File: config.mk
export PLATFORM = sky130hd
export DESIGN_NAME = pll_lock_ctrl
export DESIGN_NICKNAME = d
export VERILOG_FILES = /design/src/rtl/pll_lock_pkg.sv /design/src/rtl/line_err_counter.sv /design/src/rtl/lock_mode_fsm.sv /design/src/rtl/coef_select.sv /design/src/rtl/pll_lock_ctrl.sv
export SDC_FILE = /design/constraint.sdc
export NUM_CORES = 1
export LEC_CHECK = 0
export ABC_AREA = 1
export BUFFER_PORTS_ARGS = -buffer_cell sky130_fd_sc_hd__buf_4
export CORE_MARGIN = 1.5
export CORE_UTILIZATION = 45
export CTS_CLUSTER_SIZE = 28
export DETAILED_ROUTE_END_ITERATION = 6
export HOLD_SLACK_MARGIN = 0.12
export MAX_ROUTING_LAYER = met4
export PLACE_DENSITY = 0.83
export SYNTH_ARGS = -nofsm -noshare
export SYNTH_HDL_FRONTEND = slang
export SYNTH_HIERARCHICAL = 1
export SYNTH_SLANG_ARGS = --single-unit
File: constraint.sdc
create_clock -name clk -period 2.5 [get_ports clk]
set_input_delay 0.625 -clock clk [delete_from_list [all_inputs] [get_ports clk]]
set_output_delay 0.625 -clock clk [all_outputs]
set_load 0.03 [all_outputs]
File: src/rtl/pll_lock_pkg.sv
package pll_lock_pkg;

    typedef enum logic {
        MODE_FAST = 1'b0,
        MODE_SLOW = 1'b1
    } lock_mode_e;

    // Result of one completed line, valid in the cycle of the line-end strobe
    typedef struct packed {
        logic done;
        logic bad;
    } line_verdict_t;

    function automatic logic verdict_good(input line_verdict_t v);
        return v.done && !v.bad;
    endfunction

endpackage

File: src/rtl/line_err_counter.sv
module line_err_counter
    import pll_lock_pkg::*;
#(
    parameter int ERR_W = 8
) (
    input  logic             clk,
    input  logic             rst,
    input  logic             line_end,
    input  logic             phase_err,
    input  logic [ERR_W-1:0] err_tol,
    output line_verdict_t    verdict
);
    localparam logic [ERR_W-1:0] CNT_MAX = '1;

    logic [ERR_W-1:0] cnt_q;
    logic [ERR_W-1:0] cnt_inc;

    // Saturating increment; includes an error arriving with the line end
    always_comb begin
        cnt_inc = cnt_q;
        if (phase_err && (cnt_q != CNT_MAX))
            cnt_inc = cnt_q + 1'b1;
    end

    always_comb begin
        verdict.done = line_end;
        verdict.bad  = line_end && (cnt_inc > err_tol);
    end

    always_ff @(posedge clk) begin
        if (rst)
            cnt_q <= '0;
        else if (line_end)
            cnt_q <= '0;
        else
            cnt_q <= cnt_inc;
    end

    // counter restarts after every line end
    assert_line_clear_R3: assert property (@(posedge clk) disable iff (rst)
        line_end |=> (cnt_q == '0));

    // a full counter stays full until the line ends
    assert_no_wrap_R4: assert property (@(posedge clk) disable iff (rst)
        (cnt_q == CNT_MAX && !line_end) |=> (cnt_q == CNT_MAX));

    // within a line the count never decreases
    assert_monotonic_R4: assert property (@(posedge clk) disable iff (rst)
        !line_end |=> (cnt_q >= $past(cnt_q)));

endmodule

File: src/rtl/lock_mode_fsm.sv
module lock_mode_fsm
    import pll_lock_pkg::*;
#(
    parameter int LINE_W = 8
) (
    input  logic              clk,
    input  logic              rst,
    input  line_verdict_t     verdict,
    input  logic [LINE_W-1:0] lines_needed,
    output lock_mode_e        mode
);
    localparam int RUN_W = LINE_W + 1;

    lock_mode_e        mode_q;
    logic [LINE_W-1:0] run_q;
    logic [LINE_W-1:0] need_eff;
    logic [RUN_W-1:0]  run_plus;
    logic              line_good;

    always_comb begin
        need_eff  = (lines_needed == '0) ? LINE_W'(1) : lines_needed;
        run_plus  = {1'b0, run_q} + RUN_W'(1);
        line_good = verdict_good(verdict);
    end

    always_ff @(posedge clk) begin
        if (rst) begin
            mode_q <= MODE_FAST;
            run_q  <= '0;
        end else begin
            case (mode_q)
                MODE_FAST: begin
                    if (verdict.bad) begin
                        run_q <= '0;
                    end else if (line_good) begin
                        if (run_plus >= {1'b0, need_eff}) begin
                            mode_q <= MODE_SLOW;
                            run_q  <= '0;
                        end else begin
                            run_q <= run_plus[LINE_W-1:0];
                        end
                    end
                end
                default: begin
                    if (verdict.bad) begin
                        mode_q <= MODE_FAST;
                        run_q  <= '0;
                    end
                end
            endcase
        end
    end

    assign mode = mode_q;

    // reset forces the fast state with an empty run
    assert_reset_fast_R1: assert property (@(posedge clk)
        rst |=> (mode_q == MODE_FAST && run_q == '0));

    // a bad line while slow drops back to fast
    assert_bad_exit_R8: assert property (@(posedge clk) disable iff (rst)
        (mode_q == MODE_SLOW && verdict.bad) |=> (mode_q == MODE_FAST));

    // leaving fast only happens on a good line end
    assert_lock_on_good_R5: assert property (@(posedge clk) disable iff (rst)
        (mode_q == MODE_FAST && !line_good) |=> (mode_q == MODE_FAST));

    // a line that is not bad keeps the slow state
    assert_hold_slow_R9: assert property (@(posedge clk) disable iff (rst)
        (mode_q == MODE_SLOW && !verdict.bad) |=> (mode_q == MODE_SLOW));

    // a bad line empties the good-line run
    assert_run_clear_R7: assert property (@(posedge clk) disable iff (rst)
        verdict.bad |=> (run_q == '0));

endmodule

File: src/rtl/coef_select.sv
module coef_select
    import pll_lock_pkg::*;
#(
    parameter int COEF_W = 16
) (
    input  lock_mode_e        mode,
    input  logic [COEF_W-1:0] fast_coef,
    input  logic [COEF_W-1:0] slow_coef,
    output logic              locked,
    output logic [COEF_W-1:0] coef_sel
);
    always_comb begin
        locked   = (mode == MODE_SLOW);
        coef_sel = (mode == MODE_SLOW) ? slow_coef : fast_coef;
    end
endmodule

File: src/rtl/pll_lock_ctrl.sv
module pll_lock_ctrl
    import pll_lock_pkg::*;
#(
    parameter int ERR_W  = 8,
    parameter int LINE_W = 8,
    parameter int COEF_W = 16
) (
    input  logic              clk,
    input  logic              rst,
    input  logic              line_end,
    input  logic              phase_err,
    input  logic [ERR_W-1:0]  err_tol,
    input  logic [LINE_W-1:0] lines_needed,
    input  logic [COEF_W-1:0] fast_coef,
    input  logic [COEF_W-1:0] slow_coef,
    output logic              mode_slow,
    output logic              locked,
    output logic [COEF_W-1:0] coef_sel
);
    line_verdict_t verdict;
    lock_mode_e    mode;

    line_err_counter #(.ERR_W(ERR_W)) u_cnt (
        .clk       (clk),
        .rst       (rst),
        .line_end  (line_end),
        .phase_err (phase_err),
        .err_tol   (err_tol),
        .verdict   (verdict)
    );

    lock_mode_fsm #(.LINE_W(LINE_W)) u_fsm (
        .clk          (clk),
        .rst          (rst),
        .verdict      (verdict),
        .lines_needed (lines_needed),
        .mode         (mode)
    );

    coef_select #(.COEF_W(COEF_W)) u_sel (
        .mode      (mode),
        .fast_coef (fast_coef),
        .slow_coef (slow_coef),
        .locked    (locked),
        .coef_sel  (coef_sel)
    );

    assign mode_slow = (mode == MODE_SLOW);

    // the coefficient output only changes along with the state
    assert_coef_follows_R10: assert property (@(posedge clk) disable iff (rst)
        ($stable(mode_slow) && $stable(fast_coef) && $stable(slow_coef)) |-> $stable(coef_sel));

endmodule

Word-level counts from Yosys, hierarchy flattened
Index checks and enable logic that the tools add are counted.

word-level totals
  register bits = 17
  input port bits = 52

cells by class
  $add $sub $neg = 2
  magnitude comparators = 2
  equality and inequality tests = 2
  multiplexer cells = 13
  reductions and logical operators = 8

operator list
  kind                                                              number
  8-bit two-way mux                                                 7
  16-bit two-way mux                                                1
  8-bit by 1-bit adder with 9-bit output (second input constant)    1
  9-bit by 8-bit greater-or-equal comparator with 1-bit output      1
  8-bit by 1-bit adder with 8-bit output (second input constant)    1
  8-bit greater-than comparator                                     1
  8-bit zero test                                                   1
  8-bit != test (second input constant)                             1
  1-bit two-way mux                                                 5
  1-bit logical AND                                                 3
  2-bit by 1-bit != test with 1-bit output (second input constant)  1
  2-bit AND reduction                                               1
  2-bit nonzero test                                                1
  2-bit OR reduction                                                1
  1-bit zero test                                                   1

Logic depth before layout (Yosys ltp)
Gate-level depths: netlist of run 1.

  depth after elaboration = 10
  mapped depth = 21
  gate-level depth less buffers = 21

Modules after synthesis
Netlist of run 1, hierarchy kept.

by module, submodules not included
  module            instances  cells each  area each (um^2)  seq. area each (um^2)
  lock_mode_fsm     1          117         790.8             180.2
  line_err_counter  1          117         759.5             160.2
  coef_select       1          53          251.5             0.0

Least setup slack after synthesis of run 1
OpenSTA, ideal clock, no wires.

  path kind = input-to-reg
  start = input phase_err
  end = register u_fsm.run_q[2]
  library setup time = 0.071 ns
  arrival = 2.443 ns
  data required time = 2.429 ns
  path slack = -0.014 ns
  cell stages on the path = 18
  cells stage by stage = buf_6 nand2_2 nor2_2 nand2_1 nand2_1 nand3_2 ha_1 nand2_1 nor2_1 nand4_1 nand2_1 a21oi_1 inv_1 nand3_1 inv_1 nand2_1 nand3b_1 a21oi_1

RTL lines
  element               line                 source
  from (decl)           pll_lock_ctrl.sv:11  input logic phase_err,
  to (signal assigned)  lock_mode_fsm.sv:40  run_q <= run_plus[LINE_W-1:0];
  to (decl)             lock_mode_fsm.sv:15  logic [LINE_W-1:0] run_q;

==> results of run 1 <==
sequential cells by signal, indices dropped and copies added (netlist names):
register     flops
u_cnt/cnt_q      8
u_fsm/run_q      8
u_fsm/mode       1
critical path, stage by stage (launching register included):
cell and delay (ns):
dfxtp_2 0.36, ha_4 0.16, nand2_4 0.06, nor2_4 0.14, nand2_4 0.10, buf_6 0.15, nand3_1 0.08, nand2_2 0.08
inv_2 0.08, ha_4 0.20, nand2_1 0.07, inv_1 0.06, nand2_1 0.08, nand2_1 0.09, nand2_2 0.11, a21oi_4 0.07
inv_2 0.08, nand3_4 0.14, buf_4 0.17, nor2_4 0.08, nand3_1 0.07, a21oi_1 0.13
cell type report:
| class | instances | area [sq um] |
|---|---|---|
| timing repair buffer | 85 | 641.9 |
| clock buffer | 3 | 41.29 |
| fill | 286 | 1079 |
| clock inverter | 1 | 5.005 |
| inverter | 50 | 195.2 |
| tap | 48 | 60.06 |
| sequential | 17 | 344.1 |
| multi-input combinational | 213 | 1378 |
cells in the mapped netlist (4+ instances only):
library cell  count
ha_1             18
nand2_2          16
nand3_1          18
nand2_1         102
nand3_2           4
nor2_1           14
a21oi_1          15
inv_1            46
dfxtp_1          17
nor2_2            4
what timing repair did:
| action | 4_1_cts | 5_1_grt |
|---|---|---|
| endpoints found under the setup margin | 8 | 9 |
| buffers inserted | 0 | 7 |
| pin swaps | 0 | 23 |
| gates resized for setup | 3 | 45 |
power breakdown:
group	internal (mW)	switching [mW]	total, mW
registers	0.276	0.00605	0.282
logic	0.117	0.125	0.242
clock network	0.111	0.105	0.216
total	0.504	0.235	0.739
per-stage QoR:
step / setup TNS (ns) / hold slack (ns) / cells / total power [mW]
after detailed placement: -1.785 / 0.4875 / 406 / 0.4949
after global routing: -1.629 / 0.5175 / 417 / 0.7722
after global placement: -0.7968 / 0.4905 / 406 / 0.4903
after CTS: 0 / 0.4997 / 410 / 0.7064
final: -0.6556 / 0.5025 / 417 / 0.7392
after floorplan: 0 / 0.4713 / 287 / 0.3924
layout by cell type (no fill, tap or decap), drive strengths merged:
cell    instances
nor2           21
a31oi           1
or2             1
nand2         119
clkinv          1
nand3          22
a21oi          18
o21a            1
buf            85
o211ai          1
dfxtp          17
nand4           3
inv            50
xor2            3
a41o            1
nor4            1
ha             18
nand3b          2
clkbuf          3
nor3            1
final timing paths:
kind              cells after the start        endpoint  slack [ns]           start
setup reg to reg                     21  u_fsm/run_q[3]       -0.14  u_cnt/cnt_q[1]
hold / removal                        2  u_fsm/run_q[1]        0.50  u_fsm/run_q[1]
setup / recovery                     21  u_fsm/run_q[3]       -0.14  u_cnt/cnt_q[1]
hold reg to reg                       2  u_fsm/run_q[1]        0.50  u_fsm/run_q[1]
kinds of logic (layout without fill, tap and decap cells):
family          after synthesis  count (layout)  synth area share (%)
fa+ha+maj                    18              18                 12.50
buf+inv                      57             139                 14.72
compound gates               22              22                 8.472
simple gates                170             170                 43.96
xor+xnor                      3               3                 1.459
flops                        17              17                 18.89
routing by layer:
metal | vias up | track usage [%] | share of wire, %
li1 | 1050 | - | -
met3 | 15 | 4.429 | 12
met2 | 128 | 39.00 | 48
met1 | 993 | 25.36 | 37
met5 | - | - | 0
met4 | 0 | 6.122 | 3.0
==> metrics.txt, run 1 <==
Max-slew headroom 74.52%; Yosys top cell by area nand2_1; worst min path class register to register; Slew Viols, Final 0; Final Hold Fails 0; hpwl dp 3.465 mm; flops & latches, synth 17; core area 0.003744 sq mm; prevailing post-synth register cell dfxtp_1; outcome complete, but fails checks; Seq/Total Area, Yosys 18.89%; total number of vias 2,186; crit-path max FO 7; vias in the first global route 1,823; Post-Synthesis Cells 287; Area growth, synth to finish 47.92%; clock sinks 17; Final #Nets 440; RSZ-0062 raised after global routing yes; asr flop ratio synth 0%; Syn Area/Cell 6.278 sq um; PD cells 277.4 mW/mm^2; antenna viol nets, final 0; critical path class register to register; Clock Latency Late Sink 0.26 ns; H-tree depth 1; YS warnings 6; Routed wire per std cell 13.95 microns; GRT overflow 0; Worst Skew 0.005325 ns; fin worst setup slack -0.1385 ns; CTS tree yes; Post-synth EDFFs 0; WP data required 2.69 ns; # port buffers 69; CP Capture Type register; Yosys cell types 29; max_cap viols 0; starting density of the core 48.13%; CTS Buffer Depth 2; Max IR drop VDD 375.0 uV; Leak 1.431 nW; Post-CTS Hold Buffers 0; Die Span Y 66.28 microns; final cycle utilization of the critical path 105.5%; initial DRC count 98; placed cell area 0.002375 sq mm; Slew @ Worst Pin 0.3786 ns; design area 0.002665 sq mm; first-pass GRT wire length 7.569 mm; Max Clock Freq 379.0 MHz; FP Rows 22; Tot GR Track Use 22.13%; die footprint 0.004392 sq mm; final wirelength 5.818 mm; Detailed Routing Iterations Pass 1 4; Final Critical Period 2.639 ns; DR DRC count 0; cell area after synthesis 0.001802 sq mm; share of layout cells above drive strength 1 44.72%; CP Launch Type register; post-layout util 71.19%; DIE WIDTH 66.28 microns; Setup WS pre-CTS -0.2866 ns; initial antenna violation count 0; Post-Syn Nets 357; synth top area cells nand2_1, dfxtp_1, ha_1; I/O pin total 70; largest net degree at the start of global routing 22; failing checks negative setup slack; DR vias/cell 5.242; TritonCTS Buffers 3; ANT cells 0; Final setup violation count 8; CTS Root Cell clkbuf_8; CTS clk-pin slew, worst paths 0.07 ns; Arr. time, crit path 2.83 ns; top cell type's share of synthesized area 21.25%; routability cong. 0.8995
No activity file was read; power rests on OpenSTA's default activity.
==> run 2: changes to the inputs <==
--- a/config.mk
+++ b/config.mk
@@ -12,8 +12,7 @@
 export CTS_CLUSTER_SIZE = 28
 export DETAILED_ROUTE_END_ITERATION = 6
 export HOLD_SLACK_MARGIN = 0.12
-export MAX_ROUTING_LAYER = met4
-export PLACE_DENSITY = 0.83
+export PLACE_DENSITY = 0.78
 export SYNTH_ARGS = -nofsm -noshare
 export SYNTH_HDL_FRONTEND = slang
 export SYNTH_HIERARCHICAL = 1
==> metrics.txt, run 2 (synthesized netlist as in run 1, its figures left out) <==
outcome finished clean; routability cong. 0.8314 (-7.6%); Post-CTS Hold Buffers 0 (unchanged); Final #Nets 441 (+0.23%); # port buffers 69 (unchanged); most common cell after layout, fill and taps aside nand2_1; total number of vias 2,020 (-7.6%); Worst Skew 0.007979 ns (+0.002653 ns); FP Rows 22 (unchanged); initial antenna violation count 0 (unchanged); initial DRC count 67 (-32%); slowest stage delay, CP 0.36 ns (about the same); Arr. time, crit path 2.70 ns (-0.13 ns); CTS Root Cell clkbuf_8; most frequent cells in the layout nand2_1, buf_4, inv_1; starting density of the core 48.13% (unchanged); share of layout cells above drive strength 1 40.54% (-4.2 points); critical path class register to register; CTS tree yes; Clock Latency Late Sink 0.26 ns (about the same); Die Span Y 66.28 microns (unchanged); ANT cells 0 (unchanged); DIE WIDTH 66.28 microns (unchanged); H-tree depth 1 (unchanged); GRT overflow 0 (unchanged); DR vias/cell 4.833 (-7.8%); CP Capture Type register; worst min path class register to register; RSZ-0062 raised after global routing yes; CTS Buffer Depth 2 (unchanged); Max-slew headroom 73.88% (-0.64 points); final wirelength 4.719 mm (-19%); Final Hold Fails 0 (unchanged); Tot GR Track Use 20.21% (-1.9 points); hpwl dp 3.450 mm (-0.44%); Slew Viols, Final 0 (unchanged); PD cells 277.1 mW/mm^2 (about the same); post-route non-filler standard cell count 418 (+0.24%); CP Launch Type register; die footprint 0.004392 sq mm (unchanged); DR DRC count 0 (unchanged); Worst Path Buf+Inv 3 (-2); I/O pin total 70 (unchanged); final cycle utilization of the critical path 99.86% (-5.7 points); power after layout 0.7206 mW (-2.5%); Inst Count DP 408 (+0.49%); Detailed Routing Iterations Pass 1 4 (unchanged); max_cap viols 0 (unchanged); critical-path cell list ha_4 > nand2_4 > nor2_4 > buf_4 > nand3_1 > nand3_2 > ha_1 > a21oi_1 > o21a_1 > a21oi_2 > inv_2 > nand3_4 > inv_2 > nand2_1 > nand3b_1 > a21oi_1; TritonCTS Buffers 3 (unchanged); clock sinks 17 (unchanged); Routed wire per std cell 11.29 microns (-19%); Slew @ Worst Pin 0.3918 ns (+0.01311 ns); CTS clk-pin slew, worst paths 0.08 ns (about the same); CP delay by family, top simple AND/OR/NAND/NOR gates; Max Clock Freq 400.6 MHz (+5.7%); Final setup violation count 0 (-8); Area growth, synth to finish 44.31%; vias in the first global route 1,727 (-5.3%); largest net degree at the start of global routing 17 (-23%); placed cell area 0.002390 sq mm (+0.63%); core area 0.003744 sq mm (unchanged); first-pass GRT wire length 7.072 mm (-6.6%); antenna viol nets, final 0 (unchanged); worst hold slack 0.5053 ns (+0.002748 ns); design area 0.002600 sq mm (-2.4%); Final Critical Period 2.497 ns (-0.1420 ns); Max IR drop VDD 346.6 uV (-7.6%); crit-path max FO 7 (unchanged); setup total negative slack 0 ns (+0.6556 ns); WP data required 2.70 ns (about the same); Leak 1.444 nW (+0.97%); CP max-delay cell dfxtp_2
==> run 2: worst register-to-register path, cell delays in order, from the launching register on <==
cell and delay, ns:
dfxtp_2 0.36, ha_4 0.15, nand2_4 0.06, nor2_4 0.18, buf_4 0.13, nand3_1 0.13
nand3_2 0.13, ha_1 0.25, a21oi_1 0.17, o21a_1 0.18, a21oi_2 0.08, inv_2 0.08
nand3_4 0.11, inv_2 0.09, nand2_1 0.04, nand3b_1 0.15, a21oi_1 0.14
==> run 2: layout make-up <==
cell class	count	area (sq um)
Clock buffer	3	41.29
Clock inverter	1	7.507
Fill cell	297	1144
Inverter	50	192.7
Multi-Input combinational cell	214	1318
Sequential cell	17	342.8
Tap cell	48	60.06
Timing Repair Buffer	85	638.1
==> run 2: repair_timing <==
item	CTS	global route
pin swaps	0	12
endpoints found under the hold margin	0	0
endpoints found under the setup margin	9	9
buffers inserted	0	5
cloned	0	1
resized for setup	6	21
==> run 2: per-stage QoR <==
| step | setup slack (ns) | util, % |
|---|---|---|
| finish | 0.003445 | 69.45 |
| global route | -0.1693 | 69.45 |
| CTS | 0.01830 | 65.81 |
| detailed placement | -0.2423 | 63.84 |
| global placement | -0.1470 | 63.84 |
| floorplan | 0.0009002 | - |
==> run 2: per-layer routing <==
layer / global-route usage (%) / vias to the layer above / share of wire (%)
li1: - / 1054 / -
met5: 0 / - / 0
met2: 37.63 / 79 / 47
met4: 3.827 / 0 / 0.81
met3: 6.133 / 4 / 11
met1: 22.47 / 883 / 41
==> run 2: path summary, 6_finish.rpt <==
| kind | slack, ns | endpoint | from | cells past startpoint |
|---|---|---|---|---|
| min reg2reg | 0.51 | u_fsm/run_q[5] | u_fsm/run_q[5] | 2 |
| min | 0.51 | u_fsm/run_q[5] | u_fsm/run_q[5] | 2 |
| max reg2reg | 0.003 | u_fsm/run_q[1] | u_cnt/cnt_q[1] | 16 |
| max | 0.003 | u_fsm/run_q[1] | u_cnt/cnt_q[1] | 16 |
==> run 2: report_power, final <==
| part | leakage (nW) | switching (mW) | internal [mW] |
|---|---|---|---|
| logic | 1.28 | 0.110 | 0.112 |
| clock network | 0.0217 | 0.105 | 0.112 |
| registers | 0.138 | 0.00618 | 0.275 |
| total | 1.44 | 0.221 | 0.500 |
==> run 3: changes to the inputs <==
--- a/config.mk
+++ b/config.mk
@@ -7,12 +7,14 @@
 export LEC_CHECK = 0
 export ABC_AREA = 1
 export BUFFER_PORTS_ARGS = -buffer_cell sky130_fd_sc_hd__buf_4
+export CELL_PAD_IN_SITES_DETAIL_PLACEMENT = 0
+export CELL_PAD_IN_SITES_GLOBAL_PLACEMENT = 1
 export CORE_MARGIN = 1.5
-export CORE_UTILIZATION = 45
+export CORE_UTILIZATION = 30
 export CTS_CLUSTER_SIZE = 28
 export DETAILED_ROUTE_END_ITERATION = 6
 export HOLD_SLACK_MARGIN = 0.12
-export PLACE_DENSITY = 0.78
+export PLACE_DENSITY = 0.77
 export SYNTH_ARGS = -nofsm -noshare
 export SYNTH_HDL_FRONTEND = slang
 export SYNTH_HIERARCHICAL = 1
==> metrics.txt, run 3 (synthesized netlist as in run 1, its figures left out) <==
worst hold slack 0.5115 ns (+0.006207 ns); vias in the first global route 1,761 (+2.0%); Final Hold Fails 0 (unchanged); critical-path cell list ha_4 > nand2_4 > nor2_4 > nand2_4 > buf_4 > nand3_1 > nand2_2 > inv_2 > ha_4 > a21oi_1 > o21a_1 > a21oi_2 > inv_2 > nand3_4 > inv_2 > nand2_1 > nand3b_1 > a21oi_2; initial DRC count 66 (-1.5%); DIE WIDTH 80.50 microns (+21%); CP max-delay cell dfxtp_2; CTS clk-pin slew, worst paths 0.07 ns (about the same); Post-CTS Hold Buffers 0 (unchanged); Detailed Routing Iterations Pass 1 4 (unchanged); Clock power frac 29.5% (-0.6 points); Slew @ Worst Pin 0.6139 ns (+0.2222 ns); worst reg2reg path startpoint u_cnt/cnt_q[0]; Final #Nets 440 (-0.23%); Final Critical Period 2.437 ns (-0.06001 ns); Max IR drop VDD 127.1 uV (-63%); internal power 0.5000 mW (about the same); starting density of the core 30.80% (-17 points); CP Capture Type register; FP Rows 28 (+27%); Tot GR Track Use 14.44% (-5.8 points); Final setup violation count 0 (unchanged); most frequent cell on the critical path inv_2; Max-slew headroom 59.02% (-15 points); worst min path class register to register; I/O pin total 70 (unchanged); sw frac 29.88% (-0.75 points); power after layout 0.7131 mW (-1.0%); antenna viol nets, final 0 (unchanged); core area 0.005851 sq mm (+56%); slowest stage delay, CP 0.36 ns (about the same); final wirelength 4.672 mm (-1.0%); final cycle utilization of the critical path 97.46% (-2.4 points); max_cap viols 0 (unchanged); crit-path max FO 7 (unchanged); largest net degree at the start of global routing 17 (unchanged); design area 0.002638 sq mm (+1.4%); Routed wire per std cell 10.52 microns (-6.8%); reg2reg end u_fsm/run_q[1]; Worst Setup EP u_fsm/run_q[1]; TritonCTS Buffers 3 (unchanged); RSZ-0062 raised after global routing yes; CTS Buffer Depth 2 (unchanged); Leak 1.430 nW (-1.0%); Gate power share 31.0% (+0.2 points); clock sinks 17 (unchanged); first-pass GRT wire length 7.493 mm (+6.0%); most frequent cells in the layout nand2_1, buf_4, inv_1; hpwl dp 3.712 mm (+7.6%); critical path class register to register; cell depth of the worst flop-to-flop path 18 (+2); Sequential Power Share 39.5% (+0.4 points); DR vias/cell 4.401 (-8.9%); Area growth, synth to finish 46.39%; GRT overflow 0 (unchanged); CTS tree yes; DR DRC count 0 (unchanged); Clock Latency Late Sink 0.25 ns (about the same); Max Clock Freq 410.4 MHz (+2.5%); routability cong. 0.7712 (-7.2%); outcome finished clean; total number of vias 1,954 (-3.3%); ANT cells 0 (unchanged); most common cell after layout, fill and taps aside nand2_1; Setup crit start u_cnt/cnt_q[0]; Worst Skew 0.002085 ns (-0.005893 ns); r2r setup slk 0.06 ns (+0.06 ns); PD cells 270.4 mW/mm^2 (-2.4%); die footprint 0.006479 sq mm (+48%); WP data required 2.69 ns (about the same); placed cell area 0.002446 sq mm (+2.4%); Die Span Y 80.50 microns (+21%); Arr. time, crit path 2.63 ns (-0.07 ns); initial antenna violation count 0 (unchanged); CTS Root Cell clkbuf_8; H-tree depth 1 (unchanged); Fill cells 619 (+110%); Slew Viols, Final 0 (unchanged); share of layout cells above drive strength 1 41.46% (+0.92 points); # port buffers 69 (unchanged); Net Switching 0.2131 mW (-3.5%); CP Launch Type register
-- run 3: area by class of cell --
cell class / instances / area (sq um) / area share (%)
Tap cell: 75 / 93.84 / 3.558
Clock buffer: 4 / 45.04 / 1.708
Inverter: 50 / 192.7 / 7.306
Sequential cell: 17 / 345.3 / 13.09
Timing Repair Buffer: 84 / 630.6 / 23.91
Multi-Input combinational cell: 214 / 1330 / 50.43
-- run 3: worst min-delay path by stage --
stage	startpoint	to	slack (ns)	cells past startpoint
6_report	u_fsm/run_q[1]	u_fsm/run_q[1]	0.51	2
5_1_grt	u_fsm/run_q[5]	u_fsm/run_q[5]	0.53	2
4_1_cts	u_fsm/run_q[1]	u_fsm/run_q[1]	0.50	2
3_5_place_dp	u_fsm/run_q[1]	u_fsm/run_q[1]	0.49	2
3_3_place_gp	u_fsm/run_q[1]	u_fsm/run_q[1]	0.49	2
2_1_floorplan	u_fsm/run_q[5]	u_fsm/run_q[5]	0.47	2
-- run 3: power groups by stage --
stage	clock (mW)	combinational [mW]	sequential, mW
after global routing	0.228	0.247	0.282
after CTS	0.219	0.213	0.281
final	0.210	0.221	0.282
after detailed placement	0	0.210	0.287
after global placement	0	0.207	0.287
after floorplan	0	0.107	0.286
-- run 3: through the flow --
step	utilization (%)	setup WS, ns	TNS, ns	instances
after floorplan	-	0.0009002	0	287
after global placement	41.81	-0.1937	-1.150	438
after detailed placement	41.81	-0.2636	-1.719	438
after CTS	42.88	0.001528	0	442
after global routing	45.08	-0.1078	-0.2414	444
final	45.08	0.06346	0	444
-- run 3: repair_timing --
action,in CTS,in global routing
setup buffers,0,1
resized for setup,4,27
cloned,0,1
pin swaps,1,16
endpoints found under the setup margin,9,9
-- run 3: critical path, delay by kind of cell (launching register included) --
family | cells | cell delay (ns)
simple gates | 8 | 0.78
compound gates | 4 | 0.48
buf+inv | 4 | 0.38
fa+ha+maj | 2 | 0.37
flops | 1 | 0.36
-- run 3: metal layers --
| metal | up-vias | part of all wire [%] | track usage [%] |
|---|---|---|---|
| met3 | 4 | 8.3 | 2.386 |
| met2 | 64 | 44 | 25.21 |
| met5 | - | 0 | 0 |
| met1 | 836 | 46 | 17.71 |
| li1 | 1050 | - | - |
| met4 | 0 | 1.2 | 5.000 |
